`config.mk`:
```
export PLATFORM = sky130hd
export DESIGN_NAME = nv_cycle_ctrl
export DESIGN_NICKNAME = d
export VERILOG_FILES = /design/src/rtl/nv_pkg.sv /design/src/rtl/nv_phase_timer.sv /design/src/rtl/nv_access_guard.sv /design/src/rtl/nv_cycle_ctrl.sv
export SDC_FILE = /design/constraint.sdc
export NUM_CORES = 1
export LEC_CHECK = 0
export BUFFER_PORTS_ARGS = -buffer_cell sky130_fd_sc_hd__buf_4
export CORE_AREA = 2 2 43 45
export CTS_CLUSTER_DIAMETER = 100
export CTS_CLUSTER_SIZE = 16
export DETAILED_ROUTE_END_ITERATION = 6
export DIE_AREA = 0 0 45 47
export GPL_TIMING_DRIVEN = 0
export PLACE_DENSITY = 0.79
export SYNTH_ARGS = -nofsm -noshare
export SYNTH_HDL_FRONTEND = slang
export SYNTH_SLANG_ARGS = --single-unit
```
`constraint.sdc`:
```
create_clock -name clk_i -period 3.7 [get_ports clk_i]
set_input_delay 0.185 -clock clk_i [delete_from_list [all_inputs] [get_ports clk_i]]
set_output_delay 0.185 -clock clk_i [all_outputs]
set_load 0.01 [all_outputs]
```
`src/rtl/nv_pkg.sv`:
```
package nv_pkg;
  typedef enum logic [2:0] {
    ST_IDLE  = 3'd0,
    ST_DELAY = 3'd1,
    ST_ERASE = 3'd2,
    ST_PROG  = 3'd3,
    ST_CLEAR = 3'd4,
    ST_XFER  = 3'd5,
    ST_PWRLO = 3'd6
  } nv_state_e;
endpackage

```
`src/rtl/nv_phase_timer.sv`:
```
module nv_phase_timer #(
  parameter int unsigned CW = 4
) (
  input  logic          clk_i,
  input  logic          rst_ni,
  input  logic          load_i,
  input  logic [CW-1:0] load_val_i,
  output logic          done_o
);
  logic [CW-1:0] cnt_q;

  always_ff @(posedge clk_i or negedge rst_ni) begin
    if (!rst_ni)          cnt_q <= '0;
    else if (load_i)      cnt_q <= load_val_i;
    else if (cnt_q != '0) cnt_q <= cnt_q - 1'b1;
  end

  assign done_o = (cnt_q == '0);
endmodule

```
`src/rtl/nv_access_guard.sv`:
```
module nv_access_guard (
  input  logic clk_i,
  input  logic rst_ni,
  input  logic hw_low_i,
  input  logic req_take_i,
  input  logic in_delay_i,
  input  logic port_dis_i,
  input  logic wr_i,
  input  logic clr_dirty_i,
  output logic wr_inhibit_o,
  output logic dirty_o
);
  logic grace_q, grace_ok, wr_accept;

  // write in flight when the request was sampled may run on without a gap
  assign grace_ok     = wr_i & (req_take_i | (in_delay_i & grace_q));
  assign wr_inhibit_o = port_dis_i | (hw_low_i & ~grace_ok);
  assign wr_accept    = wr_i & ~wr_inhibit_o;

  always_ff @(posedge clk_i or negedge rst_ni) begin
    if (!rst_ni) begin
      grace_q <= 1'b0;
      dirty_o <= 1'b0;
    end else begin
      if (req_take_i)      grace_q <= wr_i;
      else if (in_delay_i) grace_q <= grace_q & wr_i;
      else                 grace_q <= 1'b0;

      if (clr_dirty_i)    dirty_o <= 1'b0;
      else if (wr_accept) dirty_o <= 1'b1;
    end
  end
endmodule

```
`src/rtl/nv_cycle_ctrl.sv`:
```
module nv_cycle_ctrl
  import nv_pkg::*;
#(
  parameter int unsigned DLY_CYC     = 4,
  parameter int unsigned ERASE_CYC   = 3,
  parameter int unsigned PROG_CYC    = 3,
  parameter int unsigned CLR_CYC     = 2,
  parameter int unsigned XFER_CYC    = 3,
  parameter int unsigned HW_XFER_CYC = 5
) (
  input  logic clk_i,
  input  logic rst_ni,
  input  logic hw_req_ni,
  input  logic sw_store_i,
  input  logic sw_recall_i,
  input  logic pwr_ok_i,
  input  logic wr_i,
  output logic busy_no,
  output logic wr_inhibit_o,
  output logic port_dis_o,
  output logic erase_start_o,
  output logic prog_start_o,
  output logic clear_start_o,
  output logic xfer_start_o
);
  localparam int unsigned M0 = (DLY_CYC > ERASE_CYC) ? DLY_CYC : ERASE_CYC;
  localparam int unsigned M1 = (PROG_CYC > CLR_CYC) ? PROG_CYC : CLR_CYC;
  localparam int unsigned M2 = (XFER_CYC > HW_XFER_CYC) ? XFER_CYC : HW_XFER_CYC;
  localparam int unsigned M3 = (M0 > M1) ? M0 : M1;
  localparam int unsigned MAX_CYC = (M3 > M2) ? M3 : M2;
  localparam int unsigned CW = (MAX_CYC > 1) ? $clog2(MAX_CYC) : 1;

  nv_state_e state_q, state_d;
  logic hw_low, req_take, seen_q, hw_rcl_q, done, phase_chg, dirty, clr_dirty;
  logic [CW-1:0] load_val;

  assign hw_low   = ~hw_req_ni;
  assign req_take = (state_q == ST_IDLE) & pwr_ok_i & hw_low & ~seen_q;

  always_comb begin
    state_d = state_q;
    if (!pwr_ok_i) state_d = ST_PWRLO;
    else begin
      unique case (state_q)
        ST_IDLE: begin
          if (req_take)         state_d = ST_DELAY;
          else if (sw_store_i)  state_d = ST_ERASE;
          else if (sw_recall_i) state_d = ST_CLEAR;
        end
        ST_DELAY: if (done) state_d = dirty ? ST_ERASE : ST_IDLE;
        ST_ERASE: if (done) state_d = ST_PROG;
        ST_PROG:  if (done) state_d = ST_IDLE;
        ST_CLEAR: if (done) state_d = ST_XFER;
        ST_XFER:  if (done) state_d = ST_IDLE;
        ST_PWRLO: state_d = ST_CLEAR;
        default:  state_d = ST_PWRLO;
      endcase
    end
  end

  assign phase_chg = (state_d != state_q);

  always_comb begin
    unique case (state_d)
      ST_DELAY: load_val = CW'(DLY_CYC - 1);
      ST_ERASE: load_val = CW'(ERASE_CYC - 1);
      ST_PROG:  load_val = CW'(PROG_CYC - 1);
      ST_CLEAR: load_val = CW'(CLR_CYC - 1);
      ST_XFER:  load_val = hw_rcl_q ? CW'(HW_XFER_CYC - 1) : CW'(XFER_CYC - 1);
      default:  load_val = '0;
    endcase
  end

  nv_phase_timer #(.CW(CW)) u_timer (
    .clk_i     (clk_i),
    .rst_ni    (rst_ni),
    .load_i    (phase_chg),
    .load_val_i(load_val),
    .done_o    (done)
  );

  assign clr_dirty = pwr_ok_i & done & ((state_q == ST_PROG) | (state_q == ST_XFER));

  nv_access_guard u_guard (
    .clk_i       (clk_i),
    .rst_ni      (rst_ni),
    .hw_low_i    (hw_low),
    .req_take_i  (req_take),
    .in_delay_i  (state_q == ST_DELAY),
    .port_dis_i  (port_dis_o),
    .wr_i        (wr_i),
    .clr_dirty_i (clr_dirty),
    .wr_inhibit_o(wr_inhibit_o),
    .dirty_o     (dirty)
  );

  always_ff @(posedge clk_i or negedge rst_ni) begin
    if (!rst_ni) begin
      state_q       <= ST_PWRLO;
      seen_q        <= 1'b0;
      hw_rcl_q      <= 1'b1;
      erase_start_o <= 1'b0;
      prog_start_o  <= 1'b0;
      clear_start_o <= 1'b0;
      xfer_start_o  <= 1'b0;
    end else begin
      state_q <= state_d;
      // request re-arms only after the line returns high; merges into a running store
      if (hw_req_ni) seen_q <= 1'b0;
      else if (req_take || state_q == ST_ERASE || state_q == ST_PROG) seen_q <= 1'b1;
      if (state_q == ST_PWRLO && state_d == ST_CLEAR)     hw_rcl_q <= 1'b1;
      else if (state_q == ST_IDLE && state_d == ST_CLEAR) hw_rcl_q <= 1'b0;
      erase_start_o <= phase_chg & (state_d == ST_ERASE);
      prog_start_o  <= phase_chg & (state_d == ST_PROG);
      clear_start_o <= phase_chg & (state_d == ST_CLEAR);
      xfer_start_o  <= phase_chg & (state_d == ST_XFER);
    end
  end

  assign busy_no    = ~((state_q == ST_ERASE) | (state_q == ST_PROG));
  assign port_dis_o = (state_q != ST_IDLE) & (state_q != ST_DELAY);
endmodule

```
==> results.toml <==
[global_routing]
grt_remaining_overflow = 0
grt_most_used_layer = "met2"
use_met1_pct = 32.69
gr-usage-met3_pct = 2.308
antenna_found_initial = 0
use_met2_pct = 37.71
grt_pass1_wl_um = 3663
grt_pass1_vias = 815
grt_max_degree = 15
grt_usage_pct = 24.03

[pwr]
powerDensity_mw_per_mm2 = 515.0
internal-power_mw = 0.3408
irDropWorstVdd_mv = 0.3625
netSwitchingPower_mw = 0.2172
combPwrFrac_pct = 47.6
total_power_mw = 0.5580
leakagePower_nw = 0.4759
p_clk_share_pct = 16.2
seqPwrFrac_pct = 36.2
sw_frac_of_total_pct = 38.93

[synth]
yosys_register_bits = 14
syn_area_um2 = 928.4
seq_area_frac_synth_pct = 38.14
ys.flop_type = "dfrtp_1"
async_flop_share_pct = 100.0
synth-edff-count = 0
synth_top_area_share_pct = 29.65
syn_inst = 102
synth_warnings = 0
yosys-top-cells-area = "dfrtp_1 (30%), dfstp_2 (8.5%), nor2_1 (4.9%)"
avgSynthCellArea_um2 = 9.102
syn-num-nets = 111
yosysUniqueCellTypes = 40
yosysTopAreaCell = "dfrtp_1"

[cts]
htreeDepth = 1
clk-insertion-delay-late_ns = 0.28
cts_tree = "done"
cts_root_buf = "clkbuf_4"
cts_num_sinks = 14
clk_path_buf_depth = 2
clk_pin_slew_worst_paths_ns = 0.09
post_cts_buffers = 0
cts-resized-gates = 0
cts_hold_buf = 1
cts_buffers = 3

[cells_and_area]
areaGrowthSynthToFinish_pct = 16.71
nNetsFinal = 130
fin_util_pct = 65.61
fill_cells = 155
drive_gt1_share_pct = 27.50
layout_commonest_cell = "buf_4"
ff_latch_area_um2 = 354.1
diodes = 0
stdcell_area_mm2 = 0.001084
finalNonFillerCells = 137
layout_common_cells = "buf_4 (14), nor2_1 (12), dfrtp_1 (11), inv_1 (8), nand2_1 (8)"
multi_input_area_um2 = 511.7

[placement]
dp.cells = 132
placed_area_mm2 = 0.001047
pre_cts_slack_ns = 1.410
dpl.hpwl_um = 1520
place.port_buffers = 13
gp_congestion = 0.8331

[sta]
finalSetupViolations = 0
holdWs_ns = 0.1120
final_max_slew_viol_count = 0
clock.fmax_mhz = 426.4
final.period_utilization_pct = 63.38
rsz0062_at_grt = "no"
skew_ns = 0.008677
tightest_slew_ns = 0.4043
final.setup.worst_slack_ns = 1.355
setup_tns_ns = 0
hold_violations = 0
slew_headroom_pct = 72.86
min_period_ns = 2.345

[setup_path]
crit_type = "flip-flop to flip-flop"
reg2reg_depth = 9
critPathLaunchType = "flip-flop"
critPathMaxStageDelay_ns = 0.43
arrival_ns = 2.52
slowest_stage = "mux2i_4"
cp-end-kind = "flip-flop"
cp_max_fo = 9
crit_path_cell_trace = "inv_1 -> ha_1 -> nand2b_1 -> buf_2 -> o211ai_1 -> o2111a_1 -> mux2i_4 -> nor2_1 -> a31o_1"
required_ns = 3.88

[min_path]
worstHoldPathType = "input pin to flip-flop"
whs_path_depth = 2

[die]
fp-row-count = 15
core_area_mm2 = 0.001652
dieArea_mm2 = 0.002115
die_height_um = 47
io-pin-count = 14
start_util_pct = 56.21
die_w_um = 45

[routing]
wl_per_cell_um = 15.28
firstDrtPassIters = 4
vias = 818
drt_iter0_drc = 18
vias_per_cell = 5.971
routed_wl_um = 2093
ant_nets = 0
drc = 0

[flow_run]
maxCapViolCount = 0

[status]
outcome = "complete, no violations"
-- area by class of cell --
cell class | instances | area share, %
multi-input combinational | 74 | 47.23
sequential | 14 | 32.68
timing repair buffer | 14 | 9.931
buffer | 6 | 3.002
inverter | 8 | 2.771
clock buffer | 4 | 2.425
tap | 17 | 1.963
-- power groups by stage --
| stage | logic, mW | registers (mW) | clock network (mW) |
|---|---|---|---|
| after CTS | 0.266 | 0.201 | 0.0922 |
| after floorplan | 0.201 | 0.202 | 0 |
| after global routing | 0.300 | 0.206 | 0.101 |
| after detailed placement | 0.262 | 0.204 | 0 |
| final | 0.265 | 0.202 | 0.0905 |
| after global placement | 0.252 | 0.203 | 0 |
-- sequential cells by signal, indices dropped and copies added, names as in the netlist --
signal           count
state_q              3
u_timer.cnt_q        3
clear_start_o        1
erase_start_o        1
hw_rcl_q             1
prog_start_o         1
seen_q               1
u_guard.dirty_o      1
u_guard.grace_q      1
xfer_start_o         1
-- cells in the mapped netlist (2+ instances only) --
cell and number:
nor2b_1 3, o21ai_0 5, nand2b_1 3, nand3b_1 2, buf_2 5, nand3_1 2, dfstp_2 3, a21oi_1 6
or2_2 2, xnor2_1 2, inv_1 8, dfrtp_1 11, ha_1 2, nand2_1 8, o32a_1 2, o211ai_1 2
a31o_1 2, nor2_1 12
-- critical path, delay by kind of cell (launching register included) --
| family | cells | cell delay [ns] |
|---|---|---|
| flip-flops | 1 | 0.40 |
| AO/OA/AOI/OAI | 3 | 0.75 |
| multiplexers | 1 | 0.43 |
| adder cells (fa/ha/maj) | 1 | 0.23 |
| AND/OR/NAND/NOR | 2 | 0.17 |
| buffers and inverters | 2 | 0.26 |
-- layer usage --
metal	vias up	share of wire, %
li1	402	-
met1	389	44
met2	21	50
met3	6	4.2
met4	0	1.7
met5	-	0
-- cell families after synthesis --
logic type	after synthesis	share of synthesized area [%]
xor gates and xnor gates	3	2.831
adders and majority gates	2	2.695
muxes	2	3.504
AOI/OAI and AO/OA	28	23.59
buffers and inverters	14	6.739
and+or+nand+nor	39	22.51
DFF	14	38.14
-- path summary, 6_finish.rpt --
| check | startpoint | to | slack, ns |
|---|---|---|---|
| max in group asynchronous | rst_ni | hw_rcl_q | 3.18 |
| min in group asynchronous | rst_ni | u_timer.cnt_q[1] | 0.28 |
| worst min-delay path | hw_req_ni | seen_q | 0.11 |
| worst min register to register | u_guard.dirty_o | u_guard.dirty_o | 0.54 |
| worst max register to register | u_timer.cnt_q[0] | u_timer.cnt_q[0] | 1.35 |
| worst max-delay path | u_timer.cnt_q[0] | u_timer.cnt_q[0] | 1.35 |
Note: power is estimated with default switching activity, not from simulation.
